===== config.mk =====
export PLATFORM = sky130hd
export DESIGN_NAME = seg_search_decoder
export DESIGN_NICKNAME = d
export VERILOG_FILES = /design/src/rtl/seg_search_decoder.sv
export SDC_FILE = /design/constraint.sdc
export NUM_CORES = 1
export LEC_CHECK = 0
export BUFFER_PORTS_ARGS = -buffer_cell sky130_fd_sc_hd__buf_2
export CELL_PAD_IN_SITES_DETAIL_PLACEMENT = 1
export CELL_PAD_IN_SITES_GLOBAL_PLACEMENT = 2
export CORE_ASPECT_RATIO = 0.9
export CORE_UTILIZATION = 32
export DETAILED_ROUTE_END_ITERATION = 10
export GPL_ROUTABILITY_DRIVEN = 0
export PLACE_DENSITY = 0.71
export SYNTH_ARGS = -nofsm -noshare
export SYNTH_HDL_FRONTEND = slang
export SYNTH_SLANG_ARGS = --single-unit

===== constraint.sdc =====
create_clock -name clk -period 2.3 [get_ports clk]
set_input_delay 0.345 -clock clk [delete_from_list [all_inputs] [get_ports clk]]
set_output_delay 0.345 -clock clk [all_outputs]
set_load 0.01 [all_outputs]

===== src/rtl/seg_search_decoder.sv =====
module seg_search_decoder #(
  parameter int SEGS = 7,
  parameter int DW   = 4,
  parameter int LAST = 9
) (
  input  logic            clk,
  input  logic            rst_n,
  input  logic [SEGS-1:0] seg_in,
  input  logic            bp_phase,
  input  logic            sample_stb,
  output logic [DW-1:0]   digit_out,
  output logic            match_out,
  output logic            no_match
);

  localparam logic [DW-1:0] TOP = DW'(LAST);

  function automatic logic [6:0] glyph(input logic [DW-1:0] v);
    case (v)
      4'd0:    glyph = 7'h7E;
      4'd1:    glyph = 7'h30;
      4'd2:    glyph = 7'h6D;
      4'd3:    glyph = 7'h79;
      4'd4:    glyph = 7'h33;
      4'd5:    glyph = 7'h5B;
      4'd6:    glyph = 7'h5F;
      4'd7:    glyph = 7'h70;
      4'd8:    glyph = 7'h7F;
      4'd9:    glyph = 7'h7B;
      default: glyph = 7'h00;
    endcase
  endfunction

  logic [SEGS-1:0] seg_q;
  logic            ph_q;
  logic            busy;
  logic [DW-1:0]   cnt;
  logic [DW-1:0]   steps;
  logic [SEGS-1:0] enc;
  logic            hit;

  assign enc = glyph(cnt) ^ {SEGS{ph_q}};
  assign hit = busy && (enc == seg_q);

  always_ff @(posedge clk) begin
    if (!rst_n) begin
      seg_q     <= '0;
      ph_q      <= 1'b0;
      busy      <= 1'b0;
      cnt       <= '0;
      steps     <= '0;
      digit_out <= '0;
      match_out <= 1'b0;
      no_match  <= 1'b0;
    end else if (sample_stb) begin
      seg_q     <= seg_in;
      ph_q      <= bp_phase;
      busy      <= 1'b1;
      steps     <= '0;
      match_out <= 1'b0;
      no_match  <= 1'b0;
    end else if (busy) begin
      if (hit) begin
        busy      <= 1'b0;
        digit_out <= cnt;
        match_out <= 1'b1;
      end else begin
        cnt   <= (cnt == TOP) ? '0 : cnt + 1'b1;
        steps <= steps + 1'b1;
        if (steps == TOP) begin
          busy     <= 1'b0;
          no_match <= 1'b1;
        end
      end
    end
  end


  cnt_range_chk: assert property (@(posedge clk) disable iff (!rst_n)
    cnt <= TOP);


  cnt_wrap_chk: assert property (@(posedge clk) disable iff (!rst_n)
    busy && !hit && !sample_stb && cnt == TOP |=> cnt == '0);


  cnt_hold_chk: assert property (@(posedge clk) disable iff (!rst_n)
    !busy |=> $stable(cnt));


  miss_limit_chk: assert property (@(posedge clk) disable iff (!rst_n)
    busy |-> steps <= TOP);


  match_true_chk: assert property (@(posedge clk) disable iff (!rst_n)
    match_out |-> ((glyph(digit_out) ^ {SEGS{ph_q}}) == seg_q));


  flags_excl_chk: assert property (@(posedge clk) disable iff (!rst_n)
    !(match_out && no_match));

endmodule


# Word level (Yosys, flattened, before mapping)
# Memories as Yosys holds them, arrays and structs flattened. A register that Yosys moved wholly into a read port is not among the register bits.
# Index checks and enable logic that the tools add are counted.
# W data, S select, Z words.
# totals
ff_bits,23
romBits,112
output_inout_bits,6
word_cells,32
mem_count,1
# mem_list
name,words,word_bits,rd,rd_clocked_by_memory_dff,wr,line_no,rtl
(name not given),16,7,1,1,0,19,case (v)
# op_classes
n_addsub,2
n_eq_ne,3
n_mux,7
bitwise,4
n_reduce_logical,7
# ops
cell,count
$mux W4,3
$reduce_and A3 Y1,3
$add A4 B1 Y4 const B,2
$eq A4 B4 Y1 const B,2
$eq A7 B7 Y1,1
$xor A7 B7 Y7,1
$mux W1,4
$reduce_and A2 Y1,2
$not A1 Y1,3
$reduce_or A2 Y1,1
$logic_and A1 B1 Y1,1

# Logic depth before layout (Yosys ltp)
# Gate-level depths: netlist of run 1.
# depth
word_depth,7
mapped_depth,13

# Least setup slack after synthesis of run 1
# No wires, ideal clock.
# synth_timing
path_kind,register to register
startpoint,register seg_q[5]
endpoint,register (tool-made name)
setup_ns,0.058
arrival_ns,2.419
path_slack_ns,-0.177
stages_incl_launch_ff,13
path_buffers,1
cell_sequence,dfxtp_1 xnor2_1 nor4_1 and3_1 o21ai_2 and2_4 buf_6 a21oi_2 nor2_1 ha_1 o21a_1 a2111oi_0 a31o_2
# synth_lines
element,line_no,rtl
start: declaration,34,logic [SEGS-1:0] seg_q;
start signal: assignment,56,seg_q <= seg_in;

==> Flow_metrics.wiki, run 1 <==
{| class="wikitable"
! Metric !! Value
|-
| Final max-slew violation count || 0
|-
| Total congestion overflow || 0
|-
| Pin count of the biggest net entering global routing || 14
|-
| Clock transition at the registers of the reported paths || 0.07 ns
|-
| FF-to-FF path depth || 11
|-
| Number of different library cells in the post-synthesis netlist || 39
|-
| Count of nets left with antenna violations after detail routing || 0
|-
| Fin crit share || 0.9910
|-
| Die area || slightly below 5000 um^2
|-
| Wire length of the first global-routing pass || around 5500 um
|-
| Number of nets in the layout || between 200 and 250
|-
| Count of final setup violators || 0
|-
| Power density normalized to cell area || between 600 and 700 nW/um^2
|-
| Number of antenna diodes || 0
|-
| Arrival @ worst endpoint || approximately 2.5 ns
|-
| Commonest cells after routing, fill and taps aside || sky130_fd_sc_hd__dfxtp_1 (28), sky130_fd_sc_hd__nor2_1 (21), sky130_fd_sc_hd__buf_2 (16)
|-
| Post-synthesis net count || 175
|-
| H-tree Lvls || 2
|-
| Clock buffer count from CTS || 5
|-
| Combined global-route utilization of all metal layers || 0.1600
|-
| GR Layer Usage met1 || 0.1866
|-
| Number of cells on the worst hold path || 3
|-
| Min Clock Period, post-route || about 2.3 ns
|-
| Number of warnings reported in the yosys synthesis log || 0
|-
| DP HPWL || about 2600 um
|-
| Overall die height || ~66 um
|-
| Sinks on the clock net || 30
|-
| Busiest grt layer || met2
|-
| Root buffer selected by CTS || sky130_fd_sc_hd__clkbuf_8
|-
| Leakage power figure || roughly 0.83 nW
|-
| Max-cap viol count || 0
|-
| Sum of routed wire length over all layers || 3576 um
|-
| Initial core utilization || 0.3446
|-
| Kind of launch point of the worst setup path || flop
|-
| Post-synthesis cell count || around 160
|-
| Type of the worst setup path || reg2reg
|-
| Quantity of hold-fixing buffers added after cts || 0
|-
| Class of the tightest hold or removal check || in2reg
|-
| Maximum clock frequency || ~440 MHz
|-
| Met3 Resource Use GR || 0.03201
|-
| Leading cell type in the layout, fill and taps excluded || sky130_fd_sc_hd__dfxtp_1
|-
| Sequential cell area || 603.1 um^2
|-
| Result of the run || finished, final reports clean
|-
| Syn_area_per_cell || a little over 9 um^2
|-
| Via count of the first global-routing pass || 1146
|-
| Number of I/O port buffers || 16
|-
| Post-Syn Area || 1451 um^2
|-
| I/O pin cnt || 17
|-
| Final-layout fill cell count || just over 500
|-
| Data required time at the worst endpoint || 2.53 ns
|-
| Via density per instance || between 4 and 5
|-
| Chip Width || ~73 um
|-
| Reg-to-Reg Start || seg_q[5]
|-
| Number of detailed-route iterations in the first pass || 3
|-
| Grt met2 use || 0.2662
|-
| Share of synthesized area occupied by flip-flops and latches || 0.4138
|-
| Number of flip-flops and latches in the synthesized netlist || 30
|-
| End-of-flow core utilization || 0.4370
|-
| Initial detailed-routing violation count || 37
|-
| Worst-margin pin slew || approximately 0.33 ns
|-
| Number of rows created at floorplan || 22
|-
| Drt drc || 0
|-
| DR WL/cell || approximately 15 um
|-
| Via count of the routed design || about 1.2k
|-
| Relative area change from synthesis to final layout || 26.81%
|-
| Maximum net fanout on the critical path || 5
|-
| Worst clock skew || ~0.0063 ns
|-
| CTS tree || done
|-
| Worst voltage drop across the vdd grid || 0.2753 mV
|-
| Clock latency of the later-clocked register in the worst-skew pair || about 0.29 ns
|-
| Slew Limit Headroom || 0.7776
|-
| Critical hold path startpoint || seg_in[5]
|-
| Number of antenna violations at the first check in global routing || 0
|-
| Worst-case clock buffer depth || 2
|-
| Fraction of final layout cells with drive strength greater than 1 || 0.2957
|-
| Setup repair after global routing missed its margin || true
|-
| Number of hold violations in the final report || 0
|-
| Capturing element type of the critical path || flop
|-
| Multi-input logic area || 863.3 um^2
|-
| Final worst hold slack || between 0.2 and 0.3 ns
|-
| Core ar. || 4212 um^2
|-
| Source of the critical timing path || seg_q[5]
|}
[where the power goes]
group	switching [W]	leakage [nW]	internal [W]
combinational	0.0000593	0.535	0.0000536
sequential	0.0000168	0.246	0.000539
clock	0.000203	0.0482	0.000241
total	0.000279	0.829	0.000834
[timing repair]
action,4_1_cts,5_1_grt
gates resized for setup,1,15
buffers inserted,1,7
pin swaps,1,4
endpoints found under the setup margin,2,7
[worst paths after layout]
path,slack (ns),end
max,0.02,flop
min,0.30,seg_q[5]
max reg2reg,0.02,flop
min reg2reg,0.48,no_match
[worst max-delay path: stages, from the launching register on]
cell	delay, ns
sky130_fd_sc_hd__dfxtp_2	0.33
sky130_fd_sc_hd__xnor2_1	0.14
sky130_fd_sc_hd__nor4_1	0.26
sky130_fd_sc_hd__and3_1	0.26
sky130_fd_sc_hd__o21ai_4	0.11
sky130_fd_sc_hd__and2_4	0.17
sky130_fd_sc_hd__a21oi_4	0.15
sky130_fd_sc_hd__nor2_4	0.08
sky130_fd_sc_hd__ha_4	0.17
sky130_fd_sc_hd__o21a_1	0.17
sky130_fd_sc_hd__a2111oi_2	0.23
sky130_fd_sc_hd__a31o_2	0.17
[synth_stat cells (all sizes together)]
cell	number	area (um^2)
a2111oi	1	8.760
a211oi	1	7.510
a21boi	1	7.510
a21o	1	7.510
a21oi	6	33.78
a2bb2oi	1	8.760
a31o	1	8.760
a31oi	3	33.78
and2	4	28.78
and3	1	6.260
and4	1	10.01
buf	3	21.27
clkbuf	3	11.26
clkinv	1	3.750
dfxtp	30	600.6
ha	8	100.1
inv	8	30.03
mux2i	15	150.1
nand2	9	33.78
nand2b	2	12.51
nand3	1	5.000
nand4	2	12.51
nor2	22	82.58
nor2b	1	6.260
nor3	3	15.01
nor3b	1	7.510
nor4	1	6.260
o21a	5	37.54
o21ai	4	23.77
o22ai	4	25.02
xnor2	7	61.31
xor2	5	43.79
[cells by family after synthesis]
logic type,share of synthesized area
AOI/OAI and AO/OA,0.1397
xor gates and xnor gates,0.07241
adders and majority gates,0.06897
buffers and inverters,0.04569
DFF,0.4138
muxes,0.1034
and+or+nand+nor,0.1560
[metrics by stage]
stage | instance area, um^2 | total power [W] | TNS, ns | setup slack, ns | instances
floorplan | 1485 | 0.0006360 | 0 | 0.09287 | 156
global placement | 1638 | 0.0006654 | 0 | 0.03935 | 230
detailed placement | 1638 | 0.0006717 | 0 | 0.001301 | 230
CTS | 1737 | 0.001116 | -0.004218 | -0.004218 | 239
global route | 1841 | 0.001165 | -0.2090 | -0.09670 | 246
finish | 1841 | 0.001113 | 0 | 0.02069 | 246
[cell type report]
type	count	area share
Inverter	9	0.01835
Timing Repair Buffer	28	0.09449
Tap cell	60	0.04079
Multi-Input combinational cell	111	0.4691
Clock buffer	7	0.04691
Clock inverter	1	0.002719
Sequential cell	30	0.3277
[layer usage]
| metal | vias to the layer above | share of wire |
|---|---|---|
| li1 | 589 | - |
| met1 | 563 | 0.46 |
| met2 | 12 | 0.50 |
| met3 | 7 | 0.020 |
| met4 | 0 | 0.022 |
| met5 | - | 0 |
Power figures use the tool's default switching activity.
==> run 2, diff against run 1 <==
--- a/config.mk
+++ b/config.mk
@@ -9,10 +9,13 @@
 export CELL_PAD_IN_SITES_DETAIL_PLACEMENT = 1
 export CELL_PAD_IN_SITES_GLOBAL_PLACEMENT = 2
 export CORE_ASPECT_RATIO = 0.9
+export CORE_MARGIN = 4
 export CORE_UTILIZATION = 32
 export DETAILED_ROUTE_END_ITERATION = 10
 export GPL_ROUTABILITY_DRIVEN = 0
 export PLACE_DENSITY = 0.71
+export SETUP_SLACK_MARGIN = 0.2
+export SLEW_MARGIN = 20
 export SYNTH_ARGS = -nofsm -noshare
 export SYNTH_HDL_FRONTEND = slang
 export SYNTH_SLANG_ARGS = --single-unit
==> Flow_metrics.wiki, run 2 (synthesis results as in run 1) <==
{| class="wikitable"
! Metric !! Value
|-
| Fin crit share || 1.008 (+0.01714)
|-
| Commonest cells after routing, fill and taps aside || sky130_fd_sc_hd__dfxtp_1 (28), sky130_fd_sc_hd__nor2_1 (21), sky130_fd_sc_hd__buf_2 (16)
|-
| Setup repair after global routing missed its margin || true
|-
| Final total negative setup slack || -0.01873 ns (-0.01873 ns)
|-
| Number of rows created at floorplan || 22 (unchanged)
|-
| Number of hold violations in the final report || 0 (unchanged)
|-
| Leading cell type in the layout, fill and taps excluded || sky130_fd_sc_hd__dfxtp_1
|-
| Number of antenna diodes || 0 (unchanged)
|-
| Number of antenna violations at the first check in global routing || 0 (unchanged)
|-
| DR WL/cell || 14.37 um (-1.2%)
|-
| Post-route cell area || 1956 um^2 (+6.3%)
|-
| Combined global-route utilization of all metal layers || 0.1386 (-0.02138)
|-
| Multi-input logic area || 912.1 um^2 (+5.7%)
|-
| Met1 WL || 1717 um (+3.9%)
|-
| Via count of the routed design || 1180 (+0.77%)
|-
| Uppermost metal layer occupied by signal nets || met4
|-
| Chip Width || 78.99 um (+8.2%)
|-
| Leakage power figure || 0.8681 nW (+4.8%)
|-
| Worst-case clock buffer depth || 2 (unchanged)
|-
| Worst-path cell with the longest stage delay || sky130_fd_sc_hd__dfxtp_2
|-
| Overall die height || 71.89 um (+9.1%)
|-
| Capturing element type of the critical path || flop
|-
| Crit path max-delay family || simple AND/OR/NAND/NOR gates
|-
| Critical path buffers and inverters || 0 (unchanged)
|-
| Slowest stage delay, CP || 0.34 ns (about the same)
|-
| Type of the worst setup path || reg2reg
|-
| Number of detailed-route iterations in the first pass || 4 (+1)
|-
| Count of final setup violators || 1 (+1)
|-
| Via density per instance || 4.683 (-1.6%)
|-
| Final max-slew violation count || 0 (unchanged)
|-
| DP HPWL || 2510 um (-3.5%)
|-
| Initial core utilization || 0.3424 (-0.002238)
|-
| CTS tree || done
|-
| Maximum clock frequency || 431.3 MHz (-1.7%)
|-
| Slew Limit Headroom || 0.7521 (-0.02550)
|-
| Clock transition at the registers of the reported paths || 0.06 ns (about the same)
|-
| Wire length of the first global-routing pass || 6113 um (+11%)
|-
| Placed Area || 1645 um^2 (+0.46%)
|-
| Power density normalized to cell area || 567.7 nW/um^2 (-6.1%)
|-
| Final-layout fill cell count || 503 (-0.20%)
|-
| Cell-by-cell trace of the critical path || xnor2_2, nor4_1, and3_1, o21ai_4, and2_4, a21oi_4, nor2_4, ha_4, o21a_1, a2111oi_4, a31o_2
|-
| Quantity of hold-fixing buffers added after cts || 0 (unchanged)
|-
| Class of the tightest hold or removal check || in2reg
|-
| Relative area change from synthesis to final layout || 34.74%
|-
| Sum of routed wire length over all layers || 3620 um (+1.2%)
|-
| Worst voltage drop across the vdd grid || 0.2978 mV (+8.2%)
|-
| Total congestion overflow || 0 (unchanged)
|-
| Fraction of final layout cells with drive strength greater than 1 || 0.3490 (+0.05326)
|-
| Min Clock Period, post-route || 2.319 ns (+0.03941 ns)
|-
| Total length of routed met3 wires || 122 um (+72%)
|-
| Via count of the first global-routing pass || 1257 (+9.7%)
|-
| Sinks on the clock net || 30 (unchanged)
|-
| Root buffer selected by CTS || sky130_fd_sc_hd__clkbuf_8
|-
| Data required time at the worst endpoint || 2.53 ns (about the same)
|-
| Worst clock skew || 0.003894 ns (-0.002373 ns)
|-
| Count of nets left with antenna violations after detail routing || 0 (unchanged)
|-
| Result of the run || complete, but fails checks
|-
| Critical hold path startpoint || seg_in[5]
|-
| Core ar. || 4239 um^2 (+0.65%)
|-
| I/O pin cnt || 17 (unchanged)
|-
| Final standard cell count with taps included and fillers excluded || 252 (+2.4%)
|-
| Pin count of the biggest net entering global routing || 11 (-3)
|-
| Drt drc || 0 (unchanged)
|-
| Number of I/O port buffers || 16 (unchanged)
|-
| FF-to-FF path depth || 11 (unchanged)
|-
| Reg-to-Reg Start || seg_q[6]
|-
| Die area || 5679 um^2 (+18%)
|-
| Sequential cell area || 603.1 um^2 (unchanged)
|-
| Minimum setup slack among reg-to-reg paths || -0.02 ns (-0.04 ns)
|-
| Arrival @ worst endpoint || 2.55 ns (+0.04 ns)
|-
| Number of nets in the layout || 210 (+2.9%)
|-
| Met2 Wirelength || 1690 um (-4.6%)
|-
| Clock latency of the later-clocked register in the worst-skew pair || 0.28 ns (about the same)
|-
| Setup ws final || -0.01873 ns (-0.03941 ns)
|-
| Maximum net fanout on the critical path || 4 (-1)
|-
| H-tree Lvls || 2 (unchanged)
|-
| Hold EP || seg_q[5]
|-
| Number of cells in the design after placement || 231 (+0.43%)
|-
| Kind of launch point of the worst setup path || flop
|-
| Worst-margin pin slew || 0.3690 ns (+0.03796 ns)
|-
| Max-cap viol count || 0 (unchanged)
|-
| Clock buffer count from CTS || 5 (unchanged)
|-
| Violations in the final reports || negative setup slack
|-
| Number of cells on the worst hold path || 3 (unchanged)
|-
| Initial detailed-routing violation count || 36 (-2.7%)
|}
-- run 2: what timing repair did --
item | 4_1_cts | 5_1_grt
buffers inserted | 8 | 5
setup endpoints to repair | 7 | 7
pin swaps | 8 | 10
resized for setup | 18 | 8
-- run 2: layout make-up --
| cell class | count | share of cell area |
|---|---|---|
| inverters | 9 | 0.01983 |
| repair buffers | 34 | 0.1203 |
| multi-input cells | 111 | 0.4664 |
| clock buffers | 7 | 0.04415 |
| well taps | 60 | 0.03839 |
| flip-flops and latches | 30 | 0.3084 |
| clock inverters | 1 | 0.002559 |
-- run 2: per-stage QoR --
| stage | worst slack (ns) | utilization | hold WS, ns | power (W) |
|---|---|---|---|---|
| finish | -0.01873 | 0.4613 | 0.3024 | 0.001110 |
| global route | -0.1343 | 0.4613 | 0.3087 | 0.001173 |
| CTS | -0.01160 | 0.4433 | 0.2899 | 0.001127 |
| detailed placement | -0.03732 | 0.3881 | 0.4717 | 0.0006717 |
| global placement | 0.03896 | 0.3881 | 0.4502 | 0.0006669 |
| floorplan | 0.09287 | - | 0.4628 | 0.0006360 |
-- run 2: metal layers --
metal / GRT usage / up-vias
met2: 0.2103 / 20
met1: 0.1790 / 557
met3: 0.03722 / 7
li1: - / 596
met5: 0 / -
met4: 0.07634 / 0
-- run 2: power breakdown --
part | internal, W | switching (W) | leakage [nW]
sequential | 0.000539 | 0.0000161 | 0.246
combinational | 0.0000602 | 0.0000640 | 0.574
clock | 0.000241 | 0.000190 | 0.0482
total | 0.000840 | 0.000270 | 0.868
-- run 2: worst min-delay path, stage by stage --
cell and delay (ns):
sky130_fd_sc_hd__buf_2 0.08, sky130_fd_sc_hd__mux2i_1 0.06, sky130_fd_sc_hd__nor2_1 0.07
-- run 2: how the worst max path moves through the flow --
stage | slack (ns) | cells past startpoint | start | endpoint
after floorplan | 0.09 | 12 | seg_q[4] | flop
after global placement | 0.04 | 11 | seg_q[4] | flop
after detailed placement | -0.04 | 11 | seg_q[6] | flop
after CTS | -0.01 | 11 | seg_q[5] | flop
after global routing | -0.13 | 11 | seg_q[6] | flop
final | -0.02 | 11 | seg_q[6] | flop
==> run 3, diff against run 2 <==
--- a/config.mk
+++ b/config.mk
@@ -13,8 +13,9 @@
 export CORE_UTILIZATION = 32
 export DETAILED_ROUTE_END_ITERATION = 10
 export GPL_ROUTABILITY_DRIVEN = 0
-export PLACE_DENSITY = 0.71
+export PLACE_DENSITY = 0.77
 export SETUP_SLACK_MARGIN = 0.2
+export SKIP_LAST_GASP = 1
 export SLEW_MARGIN = 20
 export SYNTH_ARGS = -nofsm -noshare
 export SYNTH_HDL_FRONTEND = slang
==> Flow_metrics.wiki, run 3 (synthesis results as in run 1) <==
{| class="wikitable"
! Metric !! Value
|-
| Initial core utilization || 0.3424 (unchanged)
|-
| Combined global-route utilization of all metal layers || 0.1396 (+0.001010)
|-
| DR WL/cell || 14.82 um (+3.1%)
|-
| Number of hold violations in the final report || 0 (unchanged)
|-
| Clock buffer count from CTS || 5 (unchanged)
|-
| Total congestion overflow || 0 (unchanged)
|-
| Sinks on the clock net || 30 (unchanged)
|-
| Final-layout fill cell count || 503 (unchanged)
|-
| Core ar. || 4239 um^2 (unchanged)
|-
| Type of the worst setup path || reg2reg
|-
| Commonest cells after routing, fill and taps aside || sky130_fd_sc_hd__dfxtp_1 (26), sky130_fd_sc_hd__nor2_1 (21), sky130_fd_sc_hd__buf_2 (16)
|-
| Root buffer selected by CTS || sky130_fd_sc_hd__clkbuf_8
|-
| Clock transition at the registers of the reported paths || 0.06 ns (about the same)
|-
| Grt met2 use || 0.2271 (+0.01682)
|-
| Setup repair after global routing missed its margin || true
|-
| Number of antenna violations at the first check in global routing || 0 (unchanged)
|-
| Worst clock skew || 0.005221 ns (+0.001327 ns)
|-
| Count of nets left with antenna violations after detail routing || 0 (unchanged)
|-
| CTS tree || done
|-
| Wire length of the first global-routing pass || 6237 um (+2.0%)
|-
| Initial detailed-routing violation count || 48 (+33%)
|-
| Power density normalized to cell area || 560.6 nW/um^2 (-1.2%)
|-
| Power after layout || 0.001074 W (-3.3%)
|-
| DP HPWL || 2640 um (+5.2%)
|-
| Data required time at the worst endpoint || 2.52 ns (about the same)
|-
| End-of-flow core utilization || 0.4519 (-0.009445)
|-
| Overall die height || 71.89 um (unchanged)
|-
| Maximum clock frequency || 423.1 MHz (-1.9%)
|-
| Arrival @ worst endpoint || 2.59 ns (+0.04 ns)
|-
| Capturing element type of the critical path || flop
|-
| Leakage power figure || 0.8436 nW (-2.8%)
|-
| Via count of the first global-routing pass || 1279 (+1.8%)
|-
| Result of the run || complete, but fails checks
|-
| Relative area change from synthesis to final layout || 31.98%
|-
| Worst-case clock buffer depth || 2 (unchanged)
|-
| Min Clock Period, post-route || 2.364 ns (+0.04501 ns)
|-
| Maximum net fanout on the critical path || 5 (+1)
|-
| Worst voltage drop across the vdd grid || 0.2186 mV (-27%)
|-
| Number of detailed-route iterations in the first pass || 4 (unchanged)
|-
| Fin crit share || 1.028 (+0.01957)
|-
| Kind of launch point of the worst setup path || flop
|-
| Final max-slew violation count || 0 (unchanged)
|-
| Worst-margin pin slew || 0.3546 ns (-0.01443 ns)
|-
| Drt drc || 0 (unchanged)
|-
| Post-route cell area || 1916 um^2 (-2.0%)
|-
| Via count of the routed design || 1165 (-1.3%)
|-
| Fraction of final layout cells with drive strength greater than 1 || 0.3656 (+0.01663)
|-
| Busiest grt layer || met2
|-
| Clock latency of the later-clocked register in the worst-skew pair || 0.28 ns (about the same)
|-
| Max-cap viol count || 0 (unchanged)
|-
| Setup ws final || -0.06374 ns (-0.04501 ns)
|-
| Leading cell type in the layout, fill and taps excluded || sky130_fd_sc_hd__dfxtp_1
|-
| Met3 Resource Use GR || 0.02730 (-0.009926)
|-
| Number of rows created at floorplan || 22 (unchanged)
|-
| Sum of routed wire length over all layers || 3645 um (+0.69%)
|-
| I/O pin cnt || 17 (unchanged)
|-
| Slew Limit Headroom || 0.7633 (+0.01119)
|-
| H-tree Lvls || 2 (unchanged)
|-
| Number of antenna diodes || 0 (unchanged)
|-
| Count of final setup violators || 2 (+1)
|-
| Die area || 5679 um^2 (unchanged)
|-
| Violations in the final reports || negative setup slack
|-
| Pin count of the biggest net entering global routing || 14 (+3)
|-
| GR Layer Usage met1 || 0.1842 (+0.005191)
|-
| Number of I/O port buffers || 16 (unchanged)
|-
| Via density per instance || 4.736 (+1.1%)
|-
| Number of nets in the layout || 205 (-2.4%)
|-
| Chip Width || 78.99 um (unchanged)
|-
| Class of the tightest hold or removal check || in2reg
|-
| Placed Area || 1630 um^2 (-0.91%)
|}
## run 3: power breakdown
group / switching, W / leakage (nW) / internal, W
logic: 0.0000633 / 0.555 / 0.0000583
registers: 0.0000186 / 0.245 / 0.000539
clock network: 0.000192 / 0.0438 / 0.000202
## run 3: repair_timing
action	4_1_cts	5_1_grt
setup endpoints to repair	7	8
gates resized for setup	9	20
pin swaps	4	10
buffers inserted	6	4
hold buffers	0	0
endpoints found under the hold margin	0	0
## run 3: metal layers
metal  vias to the layer above  wire [um]
met5                         -          0
met4                         0         16
met3                         2         94
li1                        587          -
met1                       554       1698
met2                        22       1836
## run 3: metrics by stage
stage          hold WS, ns  instances   TNS, ns  worst slack, ns
2_1_floorplan       0.4628        156         0          0.09287
3_3_place_gp        0.4571        229         0          0.01468
3_5_place_dp        0.4632        229  -0.08818         -0.07684
4_1_cts             0.3100        242         0          0.01884
5_1_grt             0.3313        246   -0.4664          -0.1656
6_report            0.3062        246  -0.07907         -0.06374
## run 3: area by class of cell
class | instances | area, um^2 | area share
Inverter | 9 | 33.78 | 0.01764
Multi-Input combinational cell | 111 | 937.1 | 0.4892
Timing Repair Buffer | 29 | 185.2 | 0.09667
Clock inverter | 2 | 10.01 | 0.005225
Sequential cell | 30 | 605.6 | 0.3161
Tap cell | 60 | 75.07 | 0.03919
Clock buffer | 5 | 68.82 | 0.03592
## run 3: worst max-delay path, stage by stage (launching register included)
cell                        delay, ns
sky130_fd_sc_hd__dfxtp_2         0.34
sky130_fd_sc_hd__xnor2_2         0.13
sky130_fd_sc_hd__nor4_1          0.28
sky130_fd_sc_hd__and3_1          0.28
sky130_fd_sc_hd__o21ai_4         0.11
sky130_fd_sc_hd__and2_4          0.19
sky130_fd_sc_hd__a21oi_4         0.18
sky130_fd_sc_hd__nor2_4          0.07
sky130_fd_sc_hd__ha_4            0.17
sky130_fd_sc_hd__o21a_1          0.19
sky130_fd_sc_hd__a2111oi_4       0.20
sky130_fd_sc_hd__a31o_2          0.16
## run 3: worst paths after layout
check / to / from / slack [ns] / cells past startpoint
min reg2reg: digit_out[1] / digit_out[1] / 0.49 / 2
max reg2reg: flop / seg_q[5] / -0.06 / 11
max: flop / seg_q[5] / -0.06 / 11
min: seg_q[4] / seg_in[4] / 0.31 / 3
